==> config.mk <==
export PLATFORM = sky130hd
export DESIGN_NAME = vga_read_path
export DESIGN_NICKNAME = d
export VERILOG_FILES = /design/src/rtl/vga_rd_pkg.sv /design/src/rtl/vga_plane_sel.sv /design/src/rtl/vga_color_cmp.sv /design/src/rtl/vga_disp_latch.sv /design/src/rtl/vga_read_path.sv
export SDC_FILE = /design/constraint.sdc
export NUM_CORES = 1
export LEC_CHECK = 0
export ABC_AREA = 1
export BUFFER_PORTS_ARGS = -buffer_cell sky130_fd_sc_hd__clkbuf_2
export CAP_MARGIN = 10
export CORE_ASPECT_RATIO = 0.6
export CORE_MARGIN = 4
export CORE_UTILIZATION = 52
export CTS_CLUSTER_DIAMETER = 40
export CTS_CLUSTER_SIZE = 25
export DETAILED_ROUTE_END_ITERATION = 12
export HOLD_SLACK_MARGIN = 0.06
export PLACE_DENSITY = 0.87
export SETUP_SLACK_MARGIN = 0.05
export SYNTH_ARGS = -nofsm -noshare
export SYNTH_HDL_FRONTEND = slang
export SYNTH_SLANG_ARGS = --single-unit
export TNS_END_PERCENT = 30
==> constraint.sdc <==
create_clock -name clk -period 2.1 [get_ports clk]
set_clock_uncertainty 0.15 [all_clocks]
set_input_delay 0.21 -clock clk [delete_from_list [all_inputs] [get_ports clk]]
set_output_delay 0.21 -clock clk [all_outputs]
set_load 0.02 [all_outputs]
==> src/rtl/vga_rd_pkg.sv <==
package vga_rd_pkg;
  localparam int PLANES  = 4;
  localparam int PLANE_W = 8;
  localparam int WORD_W  = PLANES * PLANE_W;
  localparam int SEL_W   = $clog2(PLANES);

  function automatic logic [PLANE_W-1:0] pick_byte(input logic [WORD_W-1:0] d,
                                                   input logic [SEL_W-1:0] sel);
    return d[PLANE_W*sel +: PLANE_W];
  endfunction

  function automatic logic [PLANE_W-1:0] color_match(input logic [WORD_W-1:0] d,
                                                     input logic [PLANES-1:0] mask,
                                                     input logic [PLANES-1:0] color);
    logic [PLANE_W-1:0] r;
    r = '1;
    for (int p = 0; p < PLANES; p++) begin
      if (mask[p]) r &= ~(d[PLANE_W*p +: PLANE_W] ^ {PLANE_W{color[p]}});
    end
    return r;
  endfunction
endpackage

==> src/rtl/vga_plane_sel.sv <==
module vga_plane_sel
  import vga_rd_pkg::*;
(
  input  logic [SEL_W-1:0] map_sel,
  input  logic             chain_active,
  input  logic [SEL_W-1:0] chain_plane,
  output logic [SEL_W-1:0] plane
);
  always_comb begin
    plane = chain_active ? chain_plane : map_sel;
  end
endmodule

==> src/rtl/vga_color_cmp.sv <==
module vga_color_cmp
  import vga_rd_pkg::*;
(
  input  logic [WORD_W-1:0]  data,
  input  logic [PLANES-1:0]  mask,
  input  logic [PLANES-1:0]  color,
  output logic [PLANE_W-1:0] match
);
  always_comb begin
    match = color_match(data, mask, color);
  end
endmodule

==> src/rtl/vga_disp_latch.sv <==
module vga_disp_latch
  import vga_rd_pkg::*;
(
  input  logic              clk,
  input  logic              rst_n,
  input  logic              load_rd,
  input  logic [WORD_W-1:0] rd_word,
  input  logic              load_sw,
  input  logic [WORD_W-1:0] sw_word,
  output logic [WORD_W-1:0] q
);
  always_ff @(posedge clk) begin
    if (!rst_n)       q <= '0;
    else if (load_sw) q <= sw_word;
    else if (load_rd) q <= rd_word;
  end

  a_r2_read_loads: assert property (@(posedge clk) disable iff (!rst_n)
    (load_rd && !load_sw) |=> (q == $past(rd_word)));
  a_r3_sw_wins: assert property (@(posedge clk) disable iff (!rst_n)
    load_sw |=> (q == $past(sw_word)));
  a_r4_latch_holds: assert property (@(posedge clk) disable iff (!rst_n)
    (!load_rd && !load_sw) |=> $stable(q));
endmodule

==> src/rtl/vga_read_path.sv <==
module vga_read_path
  import vga_rd_pkg::*;
(
  input  logic        clk,
  input  logic        rst_n,
  input  logic [31:0] rd_data,
  input  logic        rd_valid,
  input  logic [1:0]  map_sel,
  input  logic        rd_mode,
  input  logic [3:0]  cmp_mask,
  input  logic [3:0]  cmp_color,
  input  logic        chain_active,
  input  logic [1:0]  chain_plane,
  input  logic        latch_wr_en,
  input  logic [31:0] latch_wr_data,
  output logic [7:0]  host_byte,
  output logic [31:0] latch_q
);
  logic [SEL_W-1:0]   eff_plane;
  logic [PLANE_W-1:0] cmp_byte;
  logic [PLANE_W-1:0] plane_byte;
  logic [PLANE_W-1:0] next_host;

  vga_plane_sel u_sel (
    .map_sel      (map_sel),
    .chain_active (chain_active),
    .chain_plane  (chain_plane),
    .plane        (eff_plane)
  );

  vga_color_cmp u_cmp (
    .data  (rd_data),
    .mask  (cmp_mask),
    .color (cmp_color),
    .match (cmp_byte)
  );

  vga_disp_latch u_latch (
    .clk     (clk),
    .rst_n   (rst_n),
    .load_rd (rd_valid),
    .rd_word (rd_data),
    .load_sw (latch_wr_en),
    .sw_word (latch_wr_data),
    .q       (latch_q)
  );

  always_comb begin
    plane_byte = pick_byte(rd_data, eff_plane);
    next_host  = rd_mode ? cmp_byte : plane_byte;
  end

  always_ff @(posedge clk) begin
    if (!rst_n)        host_byte <= '0;
    else if (rd_valid) host_byte <= next_host;
  end

  // the returned byte matches the latched word at the chosen plane
  a_r5_plane_byte: assert property (@(posedge clk) disable iff (!rst_n)
    (rd_valid && !rd_mode && !latch_wr_en) |=>
      (host_byte == pick_byte(latch_q, $past(eff_plane))));
  a_r6_chain_override: assert property (@(posedge clk) disable iff (!rst_n)
    (rd_valid && !rd_mode && chain_active) |=>
      (host_byte == pick_byte($past(rd_data), $past(chain_plane))));
  a_r8_empty_mask: assert property (@(posedge clk) disable iff (!rst_n)
    (rd_valid && rd_mode && cmp_mask == '0) |=> (host_byte == 8'hFF));
  a_r9_host_holds: assert property (@(posedge clk) disable iff (!rst_n)
    !rd_valid |=> $stable(host_byte));
endmodule

After elaboration in Yosys (flattened, before gate mapping)
Index checks and enable logic that the tools add are counted.
{"block": "totals", "regBits": 40, "inputBits": 82, "output_inout_bits": 40, "word_cells": 23}
{"block": "op_classes", "shift": 1, "muxes": 8, "n_bitwise": 11, "n_reduce_logical": 1}
{"operator": "$mux W32", "count": 2}
{"operator": "$mux W8", "count": 5}
{"operator": "$not A8 Y8", "count": 4}
{"operator": "$shiftx A32 B6 Y8", "count": 1}
{"operator": "$xor A8 B8 Y8", "count": 4}
{"operator": "$and A8 B8 Y8", "count": 3}
{"operator": "$mux W2", "count": 1}
{"operator": "$reduce_bool A2 Y1", "count": 1}

Logic depth before layout (Yosys ltp)
{"block": "logic_depth", "depth_word": 10, "mapped_depth": 9, "mapped_depth_nobuf": 8}

By module
From an unflattened synthesis, not the netlist that was laid out.
{"block": "unflattened", "hier_cells": 511, "area_unflattened_um2": 3104.2}
{"mod": "vga_disp_latch", "n_inst": 1, "cells_per_inst": 243, "area_each_um2": 1614.0, "seq_area_each_um2": 640.6}
{"mod": "vga_read_path", "n_inst": 1, "cells_per_inst": 97, "area_each_um2": 750.7, "seq_area_each_um2": 160.2}
{"mod": "vga_color_cmp", "n_inst": 1, "cells_per_inst": 164, "area_each_um2": 713.2, "seq_area_each_um2": 0.0}
{"mod": "vga_plane_sel", "n_inst": 1, "cells_per_inst": 7, "area_each_um2": 26.3, "seq_area_each_um2": 0.0}

Least setup slack after synthesis
No wires, ideal clock.
{"block": "synth_timing", "path_type": "input to register", "startpoint": "input rd_valid", "endpoint": "register u_latch.q[22]", "setup_ps": 110, "arrival_ps": 1049, "required_ps": 1840, "slack_ps": 791, "path_stages": 9, "path_buffers": 2, "cell_sequence": "buf_4 -> inv_2 -> nand2_2 -> inv_2 -> buf_4 -> a22oi_1 -> o21ai_1 -> nand2_1 -> inv_1"}
{"block": "synth_via", "elab_chain_len": 1}
{"item": "start: declaration", "line": "vga_read_path.sv:7", "rtl": "input logic rd_valid,"}
{"item": "$reduce_bool A2 Y1 (no source line)"}
{"item": "end signal: assignment", "line": "vga_disp_latch.sv:14", "rtl": "else if (load_sw) q <= sw_word;"}
{"item": "end signal: assignment", "line": "vga_disp_latch.sv:15", "rtl": "else if (load_rd) q <= rd_word;"}
{"item": "end: declaration", "line": "vga_disp_latch.sv:10", "rtl": "output logic [WORD_W-1:0] q"}
No other way between the ends.
A chain may end at the register's enable or synchronous reset.

Worst setup path after layout
{"block": "layout_timing", "startpoint": "input chain_active", "endpoint": "register host_byte[6]"}
{"block": "layout_via", "elab_chain_len": 3}
{"item": "start: declaration", "line": "vga_read_path.sv:12", "rtl": "input logic chain_active,"}
{"item": "$mux W2", "line": "vga_plane_sel.sv:10", "rtl": "plane = chain_active ? chain_plane : map_sel;"}
{"item": "$shiftx A32 B6 Y8", "line": "vga_rd_pkg.sv:9", "rtl": "return d[PLANE_W*sel +: PLANE_W];"}
{"item": "$mux W8", "line": "vga_read_path.sv:50", "rtl": "next_host = rd_mode ? cmp_byte : plane_byte;"}
{"item": "end signal: assignment", "line": "vga_read_path.sv:55", "rtl": "else if (rd_valid) host_byte <= next_host;"}
{"item": "end: declaration", "line": "vga_read_path.sv:16", "rtl": "output logic [7:0] host_byte,"}
No other way between the ends.

==> results.md <==
* Status: finished, final reports clean
* Post-Route Setup TNS at 0 ps
* Initial antenna violation count at 0
* # setup viols final at 0
* XOR/XNOR Fraction of Synth Area at 0%
* Mapped Area at ~0.0028 mm²
* Power per standard cell area at 631 mW/mm²
* Antenna diode count at 0
* Max transition margin at between 60% and 70%
* Cts repair resizes at 0
* Final Hold Vio Count at 0
* Crit path kind: in2reg
* Commonest non-fill, non-tap cells in the layout: nand2_1, clkbuf_2, inv_1
* Setup Buffers After CTS at 0
* Die Y at 64.9 µm
* #FFs+latches synth at 40
* Worst endpoint required time at 2140 ps
* Global placer's final weighted congestion at 1.06
* NumNets Final at a little under 700
* Final worst slack at 633 ps
* RSZ-0062 raised after global routing: false
* Post-synthesis sequential area ratio at 28.6%
* Main combinational cell family by area after synthesis: simple AND/OR/NAND/NOR gates
* Max Freq at approximately 680 MHz
* Post-Syn Area per Cell at 5.70 µm²
* Startpoint types: primary input
* Wire per inst at 14.8 µm
* Hpwl dp at a little under 8000 µm
* Global-route wire length before repair at between 15000 and 20000 µm
* Dominant cell type by area after synthesis: dfxtp_1
* Synth Area in Compound Gates at between 10 and 15%
* IO Pins at roughly 120
* Die X at between 100 and 150 µm
* Peak supply drop at 0.000380 V
* Final min period at roughly 1500 ps
* Period utilization at 69.8%
* DRT iter0 DRCs at about 260
* Worst hold path class: in2reg
* Layout cells sized above 1 at about a quarter
* Most common cell after layout, fill and taps aside: nand2_1
* Starting Density at 54.6%
* Routed Antenna Nets at 0
* Root Driver: clkbuf_8
* CTS Buffer Depth at 2
* Top-area cell type share of the netlist area at ~29%
* Adder-Cell Fraction of Synth Area at 0%
* Final core utilization at ~70%
* Ranking of synthesized cells by area: dfxtp_1, nand2_1, nand3_1
* Clk sink count at 40
* Place WS at 404 ps
* Least-Margin Pin Slew at 461 ps
* CTS tree: built
* DRT Pass-1 Iters at 5
* Slew Limit Fails at 0
* Largest net degree at the start of global routing at 33
* CP endpoint kind: flop
* Total GRT Usage at 28.8%
* CP max FO at 9
* Synth unique cells at 19
* # port buffers at 121
* Final hold slack at 67.7 ps
* Via density at 5.37
* WP data arrival at 1500 ps
* Synth Net Count at approximately 570
* Mux contribution to synthesized area at 0%
* Synth Area in Simple Gates at 41.3%
* Worst-path clk slew at 80 ps
* Gr ovfl total at 0
* Vias post-DR at 3568
* Number of synthesis warnings at 0
* Detailed-route DRC error count at 0
* # hold bufs at CTS at 0
* Core area at 0.00513 mm²
* Die area at 0.00667 mm²
* Max_cap viols at 0
* Placed instance count at 658
* Core Rows at 20
* TritonCTS Buffers at 5
* Mapped Cells at 492
* Routed Wire Length at approximately 10000 µm
* Vias in the first global route at ~3200
* Worst-Skew Late Latency at 290 ps
* Non-Filler Instances at 665
* H-tree levels at 2
* Area delta synth->final at 25.6%
* Static leakage at 2.12 nW
## routing by layer
metal,up-vias,GRT usage [%],routed length (µm)
li1,1735,-,-
met1,1598,39.7,4430
met4,0,3.39,50
met5,-,0,0
met2,225,44.9,4000
met3,10,9.89,1360
## critical path, cell delays in order
cell,delay [ps]
clkbuf_2,130
o21ai_2,410
inv_1,280
nand3_1,230
nand2_1,80
nand2_1,100
a21oi_2,60
## power breakdown
| group | total [mW] | leakage (nW) | switching [mW] | internal (mW) |
|---|---|---|---|---|
| combinational | 0.618 | 1.73 | 0.407 | 0.211 |
| clock | 0.764 | 0.0642 | 0.295 | 0.468 |
| sequential | 0.838 | 0.331 | 0.0276 | 0.811 |
## cells in the mapped netlist
cell type,instances
inv_1,83
o21ai_1,2
nand2_1,185
nand2_2,4
buf_2,10
a21oi_2,8
buf_1,4
o211ai_1,19
dfxtp_1,40
o21ai_2,1
nand3_1,64
o21ai_0,28
inv_2,3
clkbuf_1,6
a22oi_1,4
nor2_1,25
buf_6,1
nand2_4,2
buf_4,3
## state kept, by name (all words and copies together) (netlist names)
register   count
host_byte      8
u_latch.q     32
## layout make-up
type                            instances  area [µm²]
Fill cell                             486        1610
Clock inverter                          2        60.1
Timing Repair Buffer                  124         628
Multi-Input combinational cell        342        1560
Tap cell                               66        82.6
Sequential cell                        40         801
Clock buffer                            5        68.8
Inverter                               86         323
## stage by stage
step	total power [mW]	cell area [µm²]
after global routing	2.31	3520
after CTS	2.20	3520
after global placement	1.45	3390
final	2.22	3520
after detailed placement	1.46	3390
after floorplan	1.24	2800
## worst paths after layout
kind,slack [ps],to,start,cells after the start
max,630,host_byte[6]$_SDFFE_PN0P_,chain_active,7
min,70,u_latch.q[14]$_SDFFE_PN0P_,latch_wr_data[14],5
min reg2reg,390,host_byte[1]$_SDFFE_PN0P_,host_byte[1]$_SDFFE_PN0P_,2
max reg2reg,1160,u_latch.q[15]$_SDFFE_PN0P_,u_latch.q[15]$_SDFFE_PN0P_,4
## cell families after synthesis
kind of cell           Yosys count
DFF                             40
and+or+nand+nor                280
buffers and inverters          110
AOI/OAI and AO/OA               62
(Power assumes the default switching activity.)
